## src/rtl/wrlock_pkg.sv

```systemverilog
`timescale 1ns/1ps
package wrlock_pkg;
  typedef enum logic [2:0] {
    RG_CFG, RG_ALARM, RG_ETC, RG_EVT, RG_MEM, RG_NONE
  } region_e;

  typedef enum logic [1:0] {
    OP_NONE, OP_LOCK_REGS, OP_LOCK_MEM, OP_RESET
  } op_e;

  function automatic logic region_needs_regs_unlock(region_e r);
    return (r == RG_ALARM) || (r == RG_ETC) || (r == RG_EVT);
  endfunction
endpackage

```

## src/rtl/wrlock_addr_dec.sv

```systemverilog
`timescale 1ns/1ps
module wrlock_addr_dec
  import wrlock_pkg::*;
#(
  parameter int AW          = 6,
  parameter int ALARM_BYTES = 4,
  parameter int ETC_BYTES   = 4,
  parameter int EVT_BYTES   = 2,
  parameter int MEM_BYTES   = 10
) (
  input  logic [AW-1:0] addr,
  output region_e       region
);
  localparam int NREG = 5;
  localparam int SIZES [NREG] = '{1, ALARM_BYTES, ETC_BYTES, EVT_BYTES, MEM_BYTES};
  localparam region_e KINDS [NREG] = '{RG_CFG, RG_ALARM, RG_ETC, RG_EVT, RG_MEM};

  logic [NREG-1:0] hit;

  genvar g;
  generate
    for (g = 0; g < NREG; g++) begin : g_win
      localparam int BASE = (g == 0) ? 0 :
                            (g == 1) ? 1 :
                            (g == 2) ? 1 + ALARM_BYTES :
                            (g == 3) ? 1 + ALARM_BYTES + ETC_BYTES :
                                       1 + ALARM_BYTES + ETC_BYTES + EVT_BYTES;
      localparam int LIMIT = BASE + SIZES[g];
      assign hit[g] = (int'(addr) >= BASE) && (int'(addr) < LIMIT);
    end
  endgenerate

  always_comb begin
    region = RG_NONE;
    for (int i = 0; i < NREG; i++) begin
      if (hit[i]) region = KINDS[i];
    end
  end

  always_comb begin
    hit_onehot_chk: assert ($onehot0(hit));
  end
endmodule

```

## src/rtl/wrlock_cmd_dec.sv

```systemverilog
`timescale 1ns/1ps
module wrlock_cmd_dec
  import wrlock_pkg::*;
#(
  parameter logic [7:0] CODE_LOCK_REGS = 8'h5A,
  parameter logic [7:0] CODE_LOCK_MEM  = 8'hA5,
  parameter logic [7:0] CODE_RESET     = 8'h3C
) (
  input  logic       valid,
  input  logic [7:0] code,
  output op_e        op
);
  always_comb begin
    op = OP_NONE;
    if (valid) begin
      unique case (code)
        CODE_LOCK_REGS: op = OP_LOCK_REGS;
        CODE_LOCK_MEM:  op = OP_LOCK_MEM;
        CODE_RESET:     op = OP_RESET;
        default:        op = OP_NONE;
      endcase
    end
  end
endmodule

```

## src/rtl/wrlock_state.sv

```systemverilog
`timescale 1ns/1ps
module wrlock_state
  import wrlock_pkg::*;
#(
  parameter int CFG_W  = 8,
  parameter int RE_BIT = 0
) (
  input  logic             clk,
  input  logic             rst_n,
  input  op_e              op,
  input  logic             cfg_we,
  input  logic [CFG_W-1:0] cfg_wdata,
  output logic             reset_accept,
  output logic [CFG_W-1:0] cfg_q,
  output logic             lock_regs,
  output logic             lock_mem,
  output logic             reset_done,
  output logic             cnt_clear
);
  assign reset_accept = (op == OP_RESET) && cfg_q[RE_BIT] && !reset_done;

  always_ff @(posedge clk or negedge rst_n) begin
    if (!rst_n) begin
      cfg_q      <= '0;
      lock_regs  <= 1'b0;
      lock_mem   <= 1'b0;
      reset_done <= 1'b0;
      cnt_clear  <= 1'b0;
    end else begin
      cnt_clear <= reset_accept;
      if (op == OP_LOCK_REGS) lock_regs <= 1'b1;
      if (op == OP_LOCK_MEM)  lock_mem  <= 1'b1;
      if (reset_accept) begin
        reset_done    <= 1'b1;
        cfg_q[RE_BIT] <= 1'b0;
      end else if (cfg_we) begin
        cfg_q <= cfg_wdata;
      end
    end
  end


  lock_regs_sticky_chk: assert property (@(posedge clk) disable iff (!rst_n)
    lock_regs |=> lock_regs);

  lock_mem_sticky_chk: assert property (@(posedge clk) disable iff (!rst_n)
    lock_mem |=> lock_mem);

  reset_done_sticky_chk: assert property (@(posedge clk) disable iff (!rst_n)
    reset_done |=> reset_done);

  clear_once_chk: assert property (@(posedge clk) disable iff (!rst_n)
    cnt_clear |-> !$past(reset_done) && reset_done && !cfg_q[RE_BIT]);

  cfg_frozen_chk: assert property (@(posedge clk) disable iff (!rst_n)
    reset_done |=> $stable(cfg_q));
endmodule

```

## src/rtl/wrlock_gate.sv

```systemverilog
`timescale 1ns/1ps
module wrlock_gate
  import wrlock_pkg::*;
#(
  parameter int AW = 6,
  parameter int DW = 8
) (
  input  logic          clk,
  input  logic          rst_n,
  input  logic          wr_valid,
  input  logic [AW-1:0] wr_addr,
  input  logic [DW-1:0] wr_data,
  input  region_e       region,
  input  logic          lock_regs,
  input  logic          lock_mem,
  input  logic          reset_done,
  input  logic          reset_accept,
  output logic          cfg_we,
  output logic          fwd_we,
  output logic [AW-1:0] fwd_addr,
  output logic [DW-1:0] fwd_data,
  output logic          wr_reject
);
  logic allow;

  always_comb begin
    unique case (region)
      RG_CFG:                   allow = !reset_done && !reset_accept;
      RG_ALARM, RG_ETC, RG_EVT: allow = !lock_regs;
      RG_MEM:                   allow = !lock_mem;
      default:                  allow = 1'b0;
    endcase
  end

  assign cfg_we = wr_valid && allow && (region == RG_CFG);

  always_ff @(posedge clk or negedge rst_n) begin
    if (!rst_n) begin
      fwd_we    <= 1'b0;
      fwd_addr  <= '0;
      fwd_data  <= '0;
      wr_reject <= 1'b0;
    end else begin
      fwd_we    <= wr_valid && allow && (region != RG_CFG);
      wr_reject <= wr_valid && !allow;
      if (wr_valid) begin
        fwd_addr <= wr_addr;
        fwd_data <= wr_data;
      end
    end
  end


  reject_excl_chk: assert property (@(posedge clk) disable iff (!rst_n)
    wr_reject |-> !fwd_we);

  fwd_cause_chk: assert property (@(posedge clk) disable iff (!rst_n)
    (fwd_we || wr_reject) |-> $past(wr_valid));

  regs_lock_chk: assert property (@(posedge clk) disable iff (!rst_n)
    (wr_valid && lock_regs && region_needs_regs_unlock(region)) |=> !fwd_we && wr_reject);

  mem_lock_chk: assert property (@(posedge clk) disable iff (!rst_n)
    (wr_valid && lock_mem && region == RG_MEM) |=> !fwd_we && wr_reject);
endmodule

```

## src/rtl/wrlock_ctrl.sv

```systemverilog
`timescale 1ns/1ps
module wrlock_ctrl
  import wrlock_pkg::*;
#(
  parameter int         AW             = 6,
  parameter int         DW             = 8,
  parameter int         ALARM_BYTES    = 4,
  parameter int         ETC_BYTES      = 4,
  parameter int         EVT_BYTES      = 2,
  parameter int         MEM_BYTES      = 10,
  parameter int         RE_BIT         = 0,
  parameter logic [7:0] CODE_LOCK_REGS = 8'h5A,
  parameter logic [7:0] CODE_LOCK_MEM  = 8'hA5,
  parameter logic [7:0] CODE_RESET     = 8'h3C
) (
  input  logic          clk,
  input  logic          rst_n,
  input  logic          wr_valid,
  output logic          wr_ready,
  input  logic [AW-1:0] wr_addr,
  input  logic [DW-1:0] wr_data,
  input  logic          cmd_valid,
  output logic          cmd_ready,
  input  logic [7:0]    cmd_code,
  output logic          fwd_we,
  output logic [AW-1:0] fwd_addr,
  output logic [DW-1:0] fwd_data,
  output logic          wr_reject,
  output logic          cnt_clear,
  output logic [DW-1:0] cfg_q,
  output logic          lock_regs,
  output logic          lock_mem,
  output logic          reset_done
);
  region_e region;
  op_e     op;
  logic    reset_accept;
  logic    cfg_we;

  assign wr_ready  = 1'b1;
  assign cmd_ready = 1'b1;

  wrlock_addr_dec #(
    .AW(AW), .ALARM_BYTES(ALARM_BYTES), .ETC_BYTES(ETC_BYTES),
    .EVT_BYTES(EVT_BYTES), .MEM_BYTES(MEM_BYTES)
  ) u_addr (
    .addr(wr_addr), .region(region)
  );

  wrlock_cmd_dec #(
    .CODE_LOCK_REGS(CODE_LOCK_REGS), .CODE_LOCK_MEM(CODE_LOCK_MEM),
    .CODE_RESET(CODE_RESET)
  ) u_cmd (
    .valid(cmd_valid), .code(cmd_code), .op(op)
  );

  wrlock_state #(.CFG_W(DW), .RE_BIT(RE_BIT)) u_state (
    .clk(clk), .rst_n(rst_n), .op(op), .cfg_we(cfg_we), .cfg_wdata(wr_data),
    .reset_accept(reset_accept), .cfg_q(cfg_q), .lock_regs(lock_regs),
    .lock_mem(lock_mem), .reset_done(reset_done), .cnt_clear(cnt_clear)
  );

  wrlock_gate #(.AW(AW), .DW(DW)) u_gate (
    .clk(clk), .rst_n(rst_n), .wr_valid(wr_valid), .wr_addr(wr_addr),
    .wr_data(wr_data), .region(region), .lock_regs(lock_regs),
    .lock_mem(lock_mem), .reset_done(reset_done), .reset_accept(reset_accept),
    .cfg_we(cfg_we), .fwd_we(fwd_we), .fwd_addr(fwd_addr), .fwd_data(fwd_data),
    .wr_reject(wr_reject)
  );


  unknown_cmd_chk: assert property (@(posedge clk) disable iff (!rst_n)
    (cmd_valid && op == OP_NONE && !wr_valid) |=>
      !cnt_clear && $stable(lock_regs) && $stable(lock_mem) && $stable(cfg_q));
endmodule

```

## config.mk

```make
export PLATFORM = sky130hd
export DESIGN_NAME = wrlock_ctrl
export DESIGN_NICKNAME = d
export VERILOG_FILES = /design/src/rtl/wrlock_pkg.sv /design/src/rtl/wrlock_addr_dec.sv /design/src/rtl/wrlock_cmd_dec.sv /design/src/rtl/wrlock_state.sv /design/src/rtl/wrlock_gate.sv /design/src/rtl/wrlock_ctrl.sv
export SDC_FILE = /design/constraint.sdc
export NUM_CORES = 1
export LEC_CHECK = 0
export ABC_AREA = 1
export BUFFER_PORTS_ARGS = -buffer_cell sky130_fd_sc_hd__buf_4
export CORE_ASPECT_RATIO = 0.9
export CORE_MARGIN = 2
export CORE_UTILIZATION = 51
export CTS_BUF_LIST = sky130_fd_sc_hd__clkbuf_8 sky130_fd_sc_hd__clkbuf_16
export DETAILED_ROUTE_END_ITERATION = 7
export PLACE_DENSITY_LB_ADDON = 0.1
export SYNTH_ARGS = -nofsm -noshare
export SYNTH_HDL_FRONTEND = slang
export SYNTH_SLANG_ARGS = --single-unit
```

## constraint.sdc

```tcl
create_clock -name clk -period 2.7 [get_ports clk]
set_input_delay 0.135 -clock clk [delete_from_list [all_inputs] [get_ports clk]]
set_output_delay 0.135 -clock clk [all_outputs]
set_load 0.01 [all_outputs]
```

==> results of run 1 <==
cells in the mapped netlist (2+ instances only):
library cell	instances	area, sq um
nand2_1	52	195
inv_2	3	11.3
o21ai_2	7	61.3
nand4_1	2	12.5
nand3_2	2	20.0
buf_4	2	15.0
clkbuf_1	2	7.51
nand3_1	6	30.0
inv_1	23	86.3
nor2_1	13	48.8
nor2_2	2	12.5
nand2_2	7	43.8
o21ai_0	12	60.1
a21oi_2	2	17.5
dfrtp_1	28	701
layout make-up:
| cell class | instances | area [sq um] |
|---|---|---|
| well taps | 28 | 35.0 |
| repair buffers | 54 | 408 |
| multi-input cells | 111 | 553 |
| fillers | 209 | 677 |
| inverters | 27 | 103 |
| clock buffers | 4 | 55.1 |
| flip-flops and latches | 28 | 701 |
stage by stage:
| step | util (%) | hold WS, ns | power [mW] | worst slack (ns) | area [sq um] |
|---|---|---|---|---|---|
| 2_1_floorplan | - | -0.161 | 0.548 | 1.40 | 1400 |
| 3_3_place_gp | 70.7 | 0.0651 | 0.640 | 1.27 | 1790 |
| 3_5_place_dp | 70.7 | 0.0732 | 0.647 | 1.23 | 1790 |
| 4_1_cts | 73.3 | 0.0798 | 0.901 | 1.25 | 1850 |
| 5_1_grt | 73.3 | 0.0810 | 0.938 | 1.14 | 1850 |
| 6_report | 73.3 | 0.0826 | 0.893 | 1.27 | 1850 |
state kept, by name, summed over array words and instances, names as in the netlist:
register and cells:
u_state.cnt_clear 1, u_state.lock_regs 1, u_state.reset_done 1, u_state.cfg_q 8
u_gate.wr_reject 1, u_state.lock_mem 1, u_gate.fwd_data 8, u_gate.fwd_addr 6
u_gate.fwd_we 1
routing by layer:
layer	vias to the layer above	routed length, um	track usage (%)
met5	-	0	0
met3	5	149	5.29
li1	621	-	-
met4	0	27	7.20
met2	37	1480	36.7
met1	572	1310	27.3
worst min-delay path by stage:
stage / slack [ns] / start / depth (start not counted) / endpoint
2_1_floorplan: -0.16 / rst_n / 0 / u_gate.fwd_addr[0]
3_3_place_gp: 0.07 / rst_n / 1 / u_state.lock_regs
3_5_place_dp: 0.07 / rst_n / 1 / u_state.reset_done
4_1_cts: 0.08 / wr_data[0] / 3 / u_gate.fwd_data[0]
5_1_grt: 0.08 / wr_addr[0] / 3 / u_gate.fwd_addr[0]
6_report: 0.08 / wr_addr[1] / 3 / u_gate.fwd_addr[1]
cell families after synthesis:
group                  share of synthesized area [%]
flip-flops                                      50.2
buffers and inverters                           10.4
AO/OA/AOI/OAI                                   11.0
other                                          0.269
AND/OR/NAND/NOR                                 28.1
worst max-delay path: stages, from the launching register on:
cell	delay [ns]
dfrtp_1	0.42
a21boi_1	0.14
nand2_1	0.11
nand3_1	0.09
nand2_2	0.13
nand3_4	0.21
nand2_1	0.15
o21ai_2	0.06
report_power, final:
| group | switching, mW | leakage (nW) | internal, mW | total, mW |
|---|---|---|---|---|
| Clock | 0.124 | 0.0288 | 0.130 | 0.255 |
| Combinational | 0.0886 | 0.644 | 0.0840 | 0.173 |
| Sequential | 0.0178 | 0.351 | 0.448 | 0.466 |
==> run summary, run 1 <==
The logs give 0 for the total count of max-transition violations in the final report and 55.1% for the initial core utilization. The mean area per synthesized cell came out at 8.21 sq um. The deepest level of the CTS H-tree is 1. The critical path in this run is classified as flop to flop. The power density over the cells came out at 482 nW/um^2.

The most critical setup path has its endpoint at u_state.cfg_q[1]. The final weighted congestion in routability-driven placement was 0.806. The leakage power is 1.02 nW.

The tree is rooted in a clkbuf_8. Setup slack on the worst reg-to-reg path comes out at 1.27 ns. The per-cell via count in the routed design is 4.90, and the arrival time at the worst endpoint is 1.59 ns. The count of buffers added on input and output ports is 53. The logs give 1,208 for the number of global-route vias before repair and 2260 um for the placed wire-length estimate.

In this run, CTS created clock tree buffers numbering 3. Timing startpoint of the critical path: u_state.cfg_q[0]. The count of endpoints failing setup in the final report was 0.

For this design the top-level I/O count stands at 56. For the warning count from the yosys run, the log shows 0. The final layout contains 251 nets. The tool flagged a number of max-cap violations equal to 0. In the final routed layout, each cell accounts on average for 11.8 um. In the finished design, the share of the clock period the worst path needs comes to 52.8%.

0 antenna diodes ended up in the layout. The final-layout setup total negative slack is 0 ns. The fraction of synthesis flops using an asynchronous set or reset pin was 100%; the worst endpoint required time was 2.86 ns. The first routing iteration left 52 violations. The die width works out to 59.1 um. The worst slew margin relative to its limit is 54.2%. The kind of start point of the critical path is a flop. Endpoint of the lowest-slack register-to-register path: u_state.cfg_q[1]. The logs give 252 for the non-filler instance count after layout and 0 for the post-detailed-route count of antenna-violating nets.

The most common flop cell mapped by yosys was dfrtp_1. The clock net in this run drives a total of 28 sinks. Compared with the post-synthesis result, the final layout area differs by 32.9%. Number of instances in the synthesized netlist: 170. The fraction of final layout cells sized beyond drive strength 1 was 37.1%; the clock input transition at the sequential cells of the worst setup and hold paths was 0.09 ns. The tools report the count of hold buffers inserted by post-cts repair as 1. In the layout the commonest cells are 53 x buf_4, 52 x nand2_1, 28 x dfrtp_1. The total overflow left after global routing is 0. For the distinct cell type count after synthesis, the log shows 22. The total length of routed wires was 2960 um. The run gives 0 as the number of DRC violations after detailed routing.

The total track usage was 21.6%; the cell count after placement was 247. The area of the placeable core is 2530 sq um. The tightest min-delay check is of the input port to flop type. Launch instance of the worst register-to-register path: u_state.cfg_q[0]. The detailed router placed 1,235 vias in this run. The synthesized cell area was 1400 sq um.

For the pin count of the biggest net entering global routing, the log shows 29. The run gives 50.2% as the sequential area share after synthesis. The first global-routing pass estimated 5090 um of wire. Gates resized during post-CTS repair numbered 0. Synthesis inferred 28 register bits. The first detailed-routing pass took 4 iterations.

After floorplanning, the core was divided into 17 placement rows. The number of antenna violations at the first check in global routing was 0. Once the clock tree was built, the setup fixing pass inserted 0 buffers. For the worst flop-to-flop path, the logic depth is 7.

The y dimension of the die came out at 53.6 um. Setup repair after global routing left no endpoint under its margin. The run finished with clean final reports. The run gives 3170 sq um as the die area. For the final database, setup skew stands at 0.00256 ns. Counting I/O delays and the setup requirement, the final critical path takes 1.43 ns. The run gives 0 as the final hold violation count.

The library cell used most frequently in the layout, excluding fill and tap cells, is buf_4. The tools report the achievable frequency as 701 MHz. The tools report the worst supply voltage drop on vdd as 0.000417 V. TritonCTS built the clock tree. The synthesized design contains 0 enable-type register cells. The maximum fanout along the worst path was 15; the transition time of the tightest slew-check pin was 0.687 ns. The clock passes through at most 2 buffers. For the worst-skew pair, the clock arrives at the later sink with an insertion delay of 0.27 ns. The worst setup path is captured at a flop.
Note: power is estimated with default switching activity, not from simulation.
==> inputs of run 2 (changes only) <==
- CORE_UTILIZATION: 51 -> 47
- clock period: 2.7 -> 1.39 ns (I/O delays scaled with it)
==> run 2 against run 1 <==
  * Hold slack lost 0.072 ns
  * Design area grew 4.3%
  * Core utilization shrank 4.0 points
  * First-iteration DRC count shrank 25%
  * Global-route usage shrank 0.99 points
  * Die area grew 7.9%
  * Sequential power grew 94%
  * Worst setup slack lost 1.2 ns
  * Sequential share of layout area shrank 1.5 points
  * Critical path depth is the same
  * Register-to-register slack lost 1.2 ns
  * Flip-flop and latch count is the same
==> run summary, run 2 (synthesis results as in run 1) <==
The run finished with clean final reports. The area overhead of the layout relative to synthesis was 38.6%; the arrival time at the worst endpoint was 1.45 ns (-0.14 ns). Total clock buffers created by CTS: 3 (unchanged). The post-route minimum period was 1.27 ns (-0.158 ns); the area of the placeable core was 2790 sq um (+10%).

Worst setup skew after layout: 0.00538 ns (+0.00282 ns). The placed wire-length estimate was 2470 um (+9.4%); the global-route met1 utilization was 24.6% (-2.7 points). For the buffers inserted during post-CTS setup optimization, the log shows 0 (unchanged).

The final worst-path cycle share works out to 91.3% (+38 points). The count of endpoints failing setup in the final report was 0 (unchanged); the number of buffer cells added on primary ports was 53 (unchanged). The mean routed wirelength per cell came out at 12.1 um (+3.2%).

Worst endpoint required time: 1.57 ns (-1.29 ns). The flip-flop and latch area was 701 sq um (unchanged). The power density over the cells was 984 nW/um^2 (+100%); the fraction of final layout cells sized beyond drive strength 1 was 38.4% (+1.4 points). The maximum fanout along the worst path is 8 (-7). The number of inserted filler cells in the final layout was 251 (+20%); the number of search-and-repair iterations in the first detailed-routing pass was 4 (unchanged). For the wire length of the first global-routing pass, the log shows 5350 um (+5.3%). The run gives 0 (unchanged) as the post-detailed-route count of antenna-violating nets.

For the met3 capacity usage during global routing, the log shows 5.81% (+0.53 points). The master cell of the clock root buffer is clkbuf_8. The tools report the site row count as 18 (+1).

The worst supply voltage drop on vdd is 0.000893 V (+110%). Worst min-delay path class: input port to flop. For the count of boundary I/O pins, the log shows 56 (unchanged).

The achievable frequency was 788 MHz (+12%). met2 is the most crowded layer. The initial core utilization came out at 50.0% (-5.2 points). The run gives 36.6% (-0.041 points) as the met2 demand-to-capacity share in global routing. The path type of the worst setup path is flop to flop.

Area taken by multi-input logic gates: 571 sq um (+3.2%). TritonCTS built the clock tree. For the total via count in the routed design, the log shows 1,290 (+4.5%). The final net count is 256 (+2.0%), and the number of design-rule violations left by the first detailed-router iteration is 39 (-25%).

The final hold violation count came out at 0 (unchanged). For the leakage power, the log shows 1.05 nW (+2.7%). The y dimension of the die was 55.7 um (+3.9%). The total placed instance area was 1830 sq um (+2.5%); the finished layout cell area was 1930 sq um (+4.3%). The worst setup path is launched from a flop.

The largest registers in the layout are u_gate.fwd_data (8), u_state.cfg_q (8), u_gate.fwd_addr (6). The number of clock sinks is 28 (unchanged). The clock input transition at the sequential cells of the worst setup and hold paths came out at 0.10 ns (about the same). The deepest level of the CTS H-tree is 1 (unchanged), and the number of global-route vias before repair is 1,220 (+0.99%). For the clock latency on the worst-skew pair, the log shows 0.28 ns (about the same). The total power after layout was 1.90 mW (+110%). The die width was 61.4 um (+3.9%). Setup repair after global routing left no endpoint under its margin. The number of diodes is 0 (unchanged), and the die area is 3420 sq um (+7.9%). The worst hold slack was 0.0101 ns (-0.0724 ns); the total track usage was 20.6% (-0.99 points).

The logs give 0 (unchanged) for the number of max-capacitance violations reported and 2 (unchanged) for the maximum number of buffers from clock root to sink. The run gives 0 (unchanged) as the number of DRC violations after detailed routing. The overall overflow remaining after global route is 0 (unchanged), and the final weighted congestion in routability-driven placement is 0.921 (+14%). In the layout the commonest cells are 57 x buf_4, 52 x nand2_1, 28 x dfrtp_1. Total count of max-transition violations in the final report: 0 (unchanged). The per-cell via count in the routed design was 4.80 (-2.1%); the pin count of the biggest net entering global routing was 29 (unchanged). Leaving out fill and tap cells, the most frequent cell in the layout is buf_4.

STA classifies the critical path endpoint as a flop. Number of antenna violations at the first check in global routing: 0 (unchanged). Total length of routed wires: 3270 um (+10%).
==> run 2: cell count changes in the layout (fill, tap and decap cells not counted), sizes merged <==
cell / previous run / this run
clkbuf: 4 / 3
nand3: 9 / 10
buf: 53 / 57
bufinv: 0 / 1
==> run 2: power by group <==
part	total (mW)	internal (mW)	switching, mW
clock	0.647	0.386	0.261
sequential	0.903	0.870	0.0328
combinational	0.353	0.170	0.182
total	1.90	1.43	0.476
==> run 2: path summary, 6_finish.rpt <==
check | cells past startpoint | endpoint | slack [ns] | from
max in group asynchronous | 2 | u_gate.fwd_data[5] | 0.89 | rst_n
worst max-delay path | 7 | u_state.cfg_q[4] | 0.12 | u_state.cfg_q[0]
worst max register to register | 7 | u_state.cfg_q[4] | 0.12 | u_state.cfg_q[0]
worst min-delay path | 3 | u_gate.fwd_addr[0] | 0.01 | wr_addr[0]
worst min register to register | 1 | u_state.cnt_clear | 0.47 | u_state.reset_done
min in group asynchronous | 2 | u_state.cnt_clear | 0.23 | rst_n
==> run 2: cell type report <==
type	count	area share, %
Tap cell	40	2.59
Clock buffer	3	2.14
Clock inverter	1	1.55
Timing Repair Buffer	58	22.7
Inverter	27	5.31
Sequential cell	28	36.2
Multi-Input combinational cell	112	29.5
==> run 2: worst max-delay path, stage by stage, from the launching register on <==
cell	delay [ns]
dfrtp_1	0.39
a21boi_1	0.13
nand2_1	0.10
nand3_1	0.09
nand2_2	0.15
nand3_4	0.15
nand2_1	0.11
o21ai_2	0.05
==> run 2: repair_timing <==
| item | 4_1_cts | 5_1_grt |
|---|---|---|
| endpoints found under the hold margin | 28 | 0 |
| endpoints found under the setup margin | 0 | 7 |
| gates resized for setup | 0 | 1 |
| hold buffers | 1 | 0 |
==> run 2: layer usage <==
metal,up-vias,share of wire (%)
li1,634,-
met1,606,40
met2,43,52
met3,7,6.7
met4,0,0.89
met5,-,0
==> run 2: per-stage QoR <==
step | instances | setup WS [ns] | utilization [%] | TNS, ns
4_1_cts | 268 | 0.0643 | 68.6 | 0
3_5_place_dp | 263 | -0.0391 | 65.7 | -0.182
5_1_grt | 269 | 0.0108 | 69.2 | 0
6_report | 269 | 0.121 | 69.2 | 0
3_3_place_gp | 263 | 0.0604 | 65.7 | 0
2_1_floorplan | 171 | 0.0860 | - | 0
==> inputs of run 3 (changes only) <==
- CORE_UTILIZATION: 47 -> 51
- REMOVE_ABC_BUFFERS: unset -> 1
- clock period: 1.39 -> 1.6 ns (I/O delays scaled with it)
==> run 3 against run 2 <==
  * Final cell count down 5.9%
  * Register-to-register slack better by 0.05 ns
  * Via count shrank 5.3%
  * Clock skew down 0.0037 ns
  * Worst setup slack improved by 0.047 ns
  * Design area shrank 4.0%
  * Combinational power is 16% lower
  * Clock power fell by 44%
  * Sequential power fell by 13%
  * Sequential share of layout area increased by 1.5 points
  * Critical path type unchanged
  * Largest cell class unchanged
  * Largest power group unchanged
  * Highest routed layer unchanged
==> run summary, run 3 (synthesis results as in run 1) <==
The largest registers in the layout are u_gate.fwd_data (8), u_state.cfg_q (8), u_gate.fwd_addr (6). The final hold violation count is 0 (unchanged). The post-detailed-route count of antenna-violating nets was 0 (unchanged); the area overhead of the layout relative to synthesis was 33.0%. The final worst-path cycle share was 89.5% (-1.8 points); the die area was 3170 sq um (-7.3%). The tools report the wire length of the first global-routing pass as 4840 um (-9.7%).

The area of the placeable core came out at 2530 sq um (-9.4%). Setup repair after global routing left no endpoint under its margin. The kind of cell with the highest combined delay along the critical path is simple AND/OR/NAND/NOR gates. Achievable frequency: 699 MHz (-11%). The mean routed wirelength per cell is 11.8 um (-3.0%), and the number of diodes is 0 (unchanged).

The tools report the number of global-route vias before repair as 1,143 (-6.3%). The total clock buffers created by CTS was 3 (unchanged). The number of max-capacitance violations reported was 0 (unchanged). Worst setup skew after layout: 0.00171 ns (-0.00367 ns). TritonCTS built the clock tree. The final-layout setup total negative slack is 0 ns (unchanged).

The flow ran to the end, and the final reports show no timing, DRC or antenna violations. The clock input transition at the sequential cells of the worst setup and hold paths came out at 0.08 ns (-0.02 ns). The number of clock sinks is 28 (unchanged).

The number of instances resized during post-cts repair was 0 (unchanged). In the layout the commonest cells are 55 x buf_4, 52 x nand2_1, 28 x dfrtp_1. Die width: 59.1 um (-3.7%). The logs give 1.59 ns (+0.14 ns) for the arrival time at the worst endpoint and 4 (unchanged) for the number of search-and-repair iterations in the first detailed-routing pass. The power density over the cells works out to 778 nW/um^2 (-21%). The worst setup path is captured at a flop.

Placed wire-length estimate: 2380 um (-3.7%). The tools report the total length of routed wires as 2980 um (-8.8%). For the number of DRC violations after detailed routing, the log shows 0 (unchanged). The finished layout cell area came out at 1860 sq um (-4.0%). The leakage power was 1.03 nW (-2.4%); the overall overflow remaining after global route was 0 (unchanged).

Fraction of final layout cells sized beyond drive strength 1: 37.3% (-1.1 points). The tools report the number of design-rule violations left by the first detailed-router iteration as 34 (-13%). The clock latency on the worst-skew pair is 0.26 ns (-0.02 ns), and the maximum fanout along the worst path is 15 (+7). For the pin count of the biggest net entering global routing, the log shows 29 (unchanged). The y dimension of the die was 53.6 um (-3.7%). The total track usage is 20.2% (-0.39 points), and the number of antenna violations at the first check in global routing is 0 (unchanged). The master cell of the clock root buffer is clkbuf_8. STA classifies the critical path startpoint as a flop.

The buffering stage count on the worst path with inverters included was 0 (unchanged); the worst supply voltage drop on vdd was 0.000787 V (-12%). The most numerous cell type found on the critical path is nand2_1. The critical path in this run is classified as flop to flop. The end-of-flow core utilization is 73.3% (+4.1 points).

The logs give 2 (unchanged) for the maximum number of buffers from clock root to sink and 56 (unchanged) for the count of boundary I/O pins. The worst min-delay path class is input port to flop. The library cell used most frequently in the layout, excluding fill and tap cells, is buf_4. The tools report the total placed instance area as 1800 sq um (-1.6%). Final net count: 253 (-1.2%). Site row count: 17 (-1).

The per-cell via count in the routed design is 4.83 (+0.64%), and the total count of max-transition violations in the final report is 0 (unchanged). Traced cell by cell, the critical path runs through a21boi_1, nand2_1, nand3_1, nand2_2, nand3_4, nand2_1, o21ai_2. Master of the slowest instance on the critical path: dfrtp_1.

The total via count in the routed design came out at 1,221 (-5.3%). The biggest cell delay along the critical path came out at 0.42 ns (+0.03 ns). The number of buffer cells added on primary ports was 53 (unchanged). The worst endpoint required time was 1.76 ns (+0.19 ns). The deepest level of the CTS H-tree is 1 (unchanged), and the initial core utilization is 55.1% (+5.2 points). The post-route minimum period is 1.43 ns (+0.163 ns), and the final weighted congestion in routability-driven placement is 0.771 (-16%). The count of endpoints failing setup in the final report is 0 (unchanged).
-- run 3: cell count changes in the layout (fill, tap and decap cells not counted), sizes merged --
cell | previous run | this run
nand3 | 10 | 9
buf | 57 | 55
bufinv | 1 | 0
-- run 3: what timing repair did --
action | CTS | global route
endpoints found under the setup margin | 0 | 0
hold endpoints to repair | 28 | 0
buffers inserted | 0 | 0
hold buffers | 1 | 0
-- run 3: worst reg2reg max path, cell delays in order, from the launching register on --
cell and delay [ns]:
dfrtp_1 0.42, a21boi_1 0.14, nand2_1 0.09, nand3_1 0.11
nand2_2 0.14, nand3_4 0.21, nand2_1 0.15, o21ai_2 0.06
-- run 3: through the flow --
stage	cells	power, mW	setup WS (ns)	hold slack [ns]
after floorplan	166	0.919	0.301	-0.216
after detailed placement	249	1.10	0.141	0.0206
after global placement	249	1.08	0.243	0.0143
after global routing	253	1.51	0.0754	0.0578
final	253	1.44	0.169	0.0427
after CTS	253	1.46	0.160	0.0312
-- run 3: routing by layer --
layer	wire (um)	vias to the layer above	track usage [%]
met1	1310	549	26.0
met5	0	-	0
li1	-	629	-
met3	172	2	4.81
met2	1470	41	35.7
met4	19	0	3.03
-- run 3: final cells by class --
class	instances	area, sq um
clock buffers	3	41.3
fillers	204	676
inverters	27	103
multi-input cells	111	553
flip-flops and latches	28	701
well taps	28	35.0
repair buffers	56	423
-- run 3: path summary, 6_finish.rpt --
check,start,end,slack [ns],cells after the start
setup / recovery,u_state.cfg_q[0],u_state.cfg_q[2],0.17,7
hold / removal,wr_data[0],u_gate.fwd_data[0],0.04,3
setup reg to reg,u_state.cfg_q[0],u_state.cfg_q[2],0.17,7
hold reg to reg,u_state.reset_done,u_state.cnt_clear,0.48,1
max in group asynchronous,rst_n,u_gate.fwd_addr[5],1.08,2
min in group asynchronous,rst_n,u_state.lock_regs,0.26,2
-- run 3: power by group --
part	leakage (nW)	switching, mW	internal, mW
combinational	0.655	0.151	0.144
clock	0.0216	0.195	0.169
sequential	0.351	0.0296	0.756
total	1.03	0.376	1.07
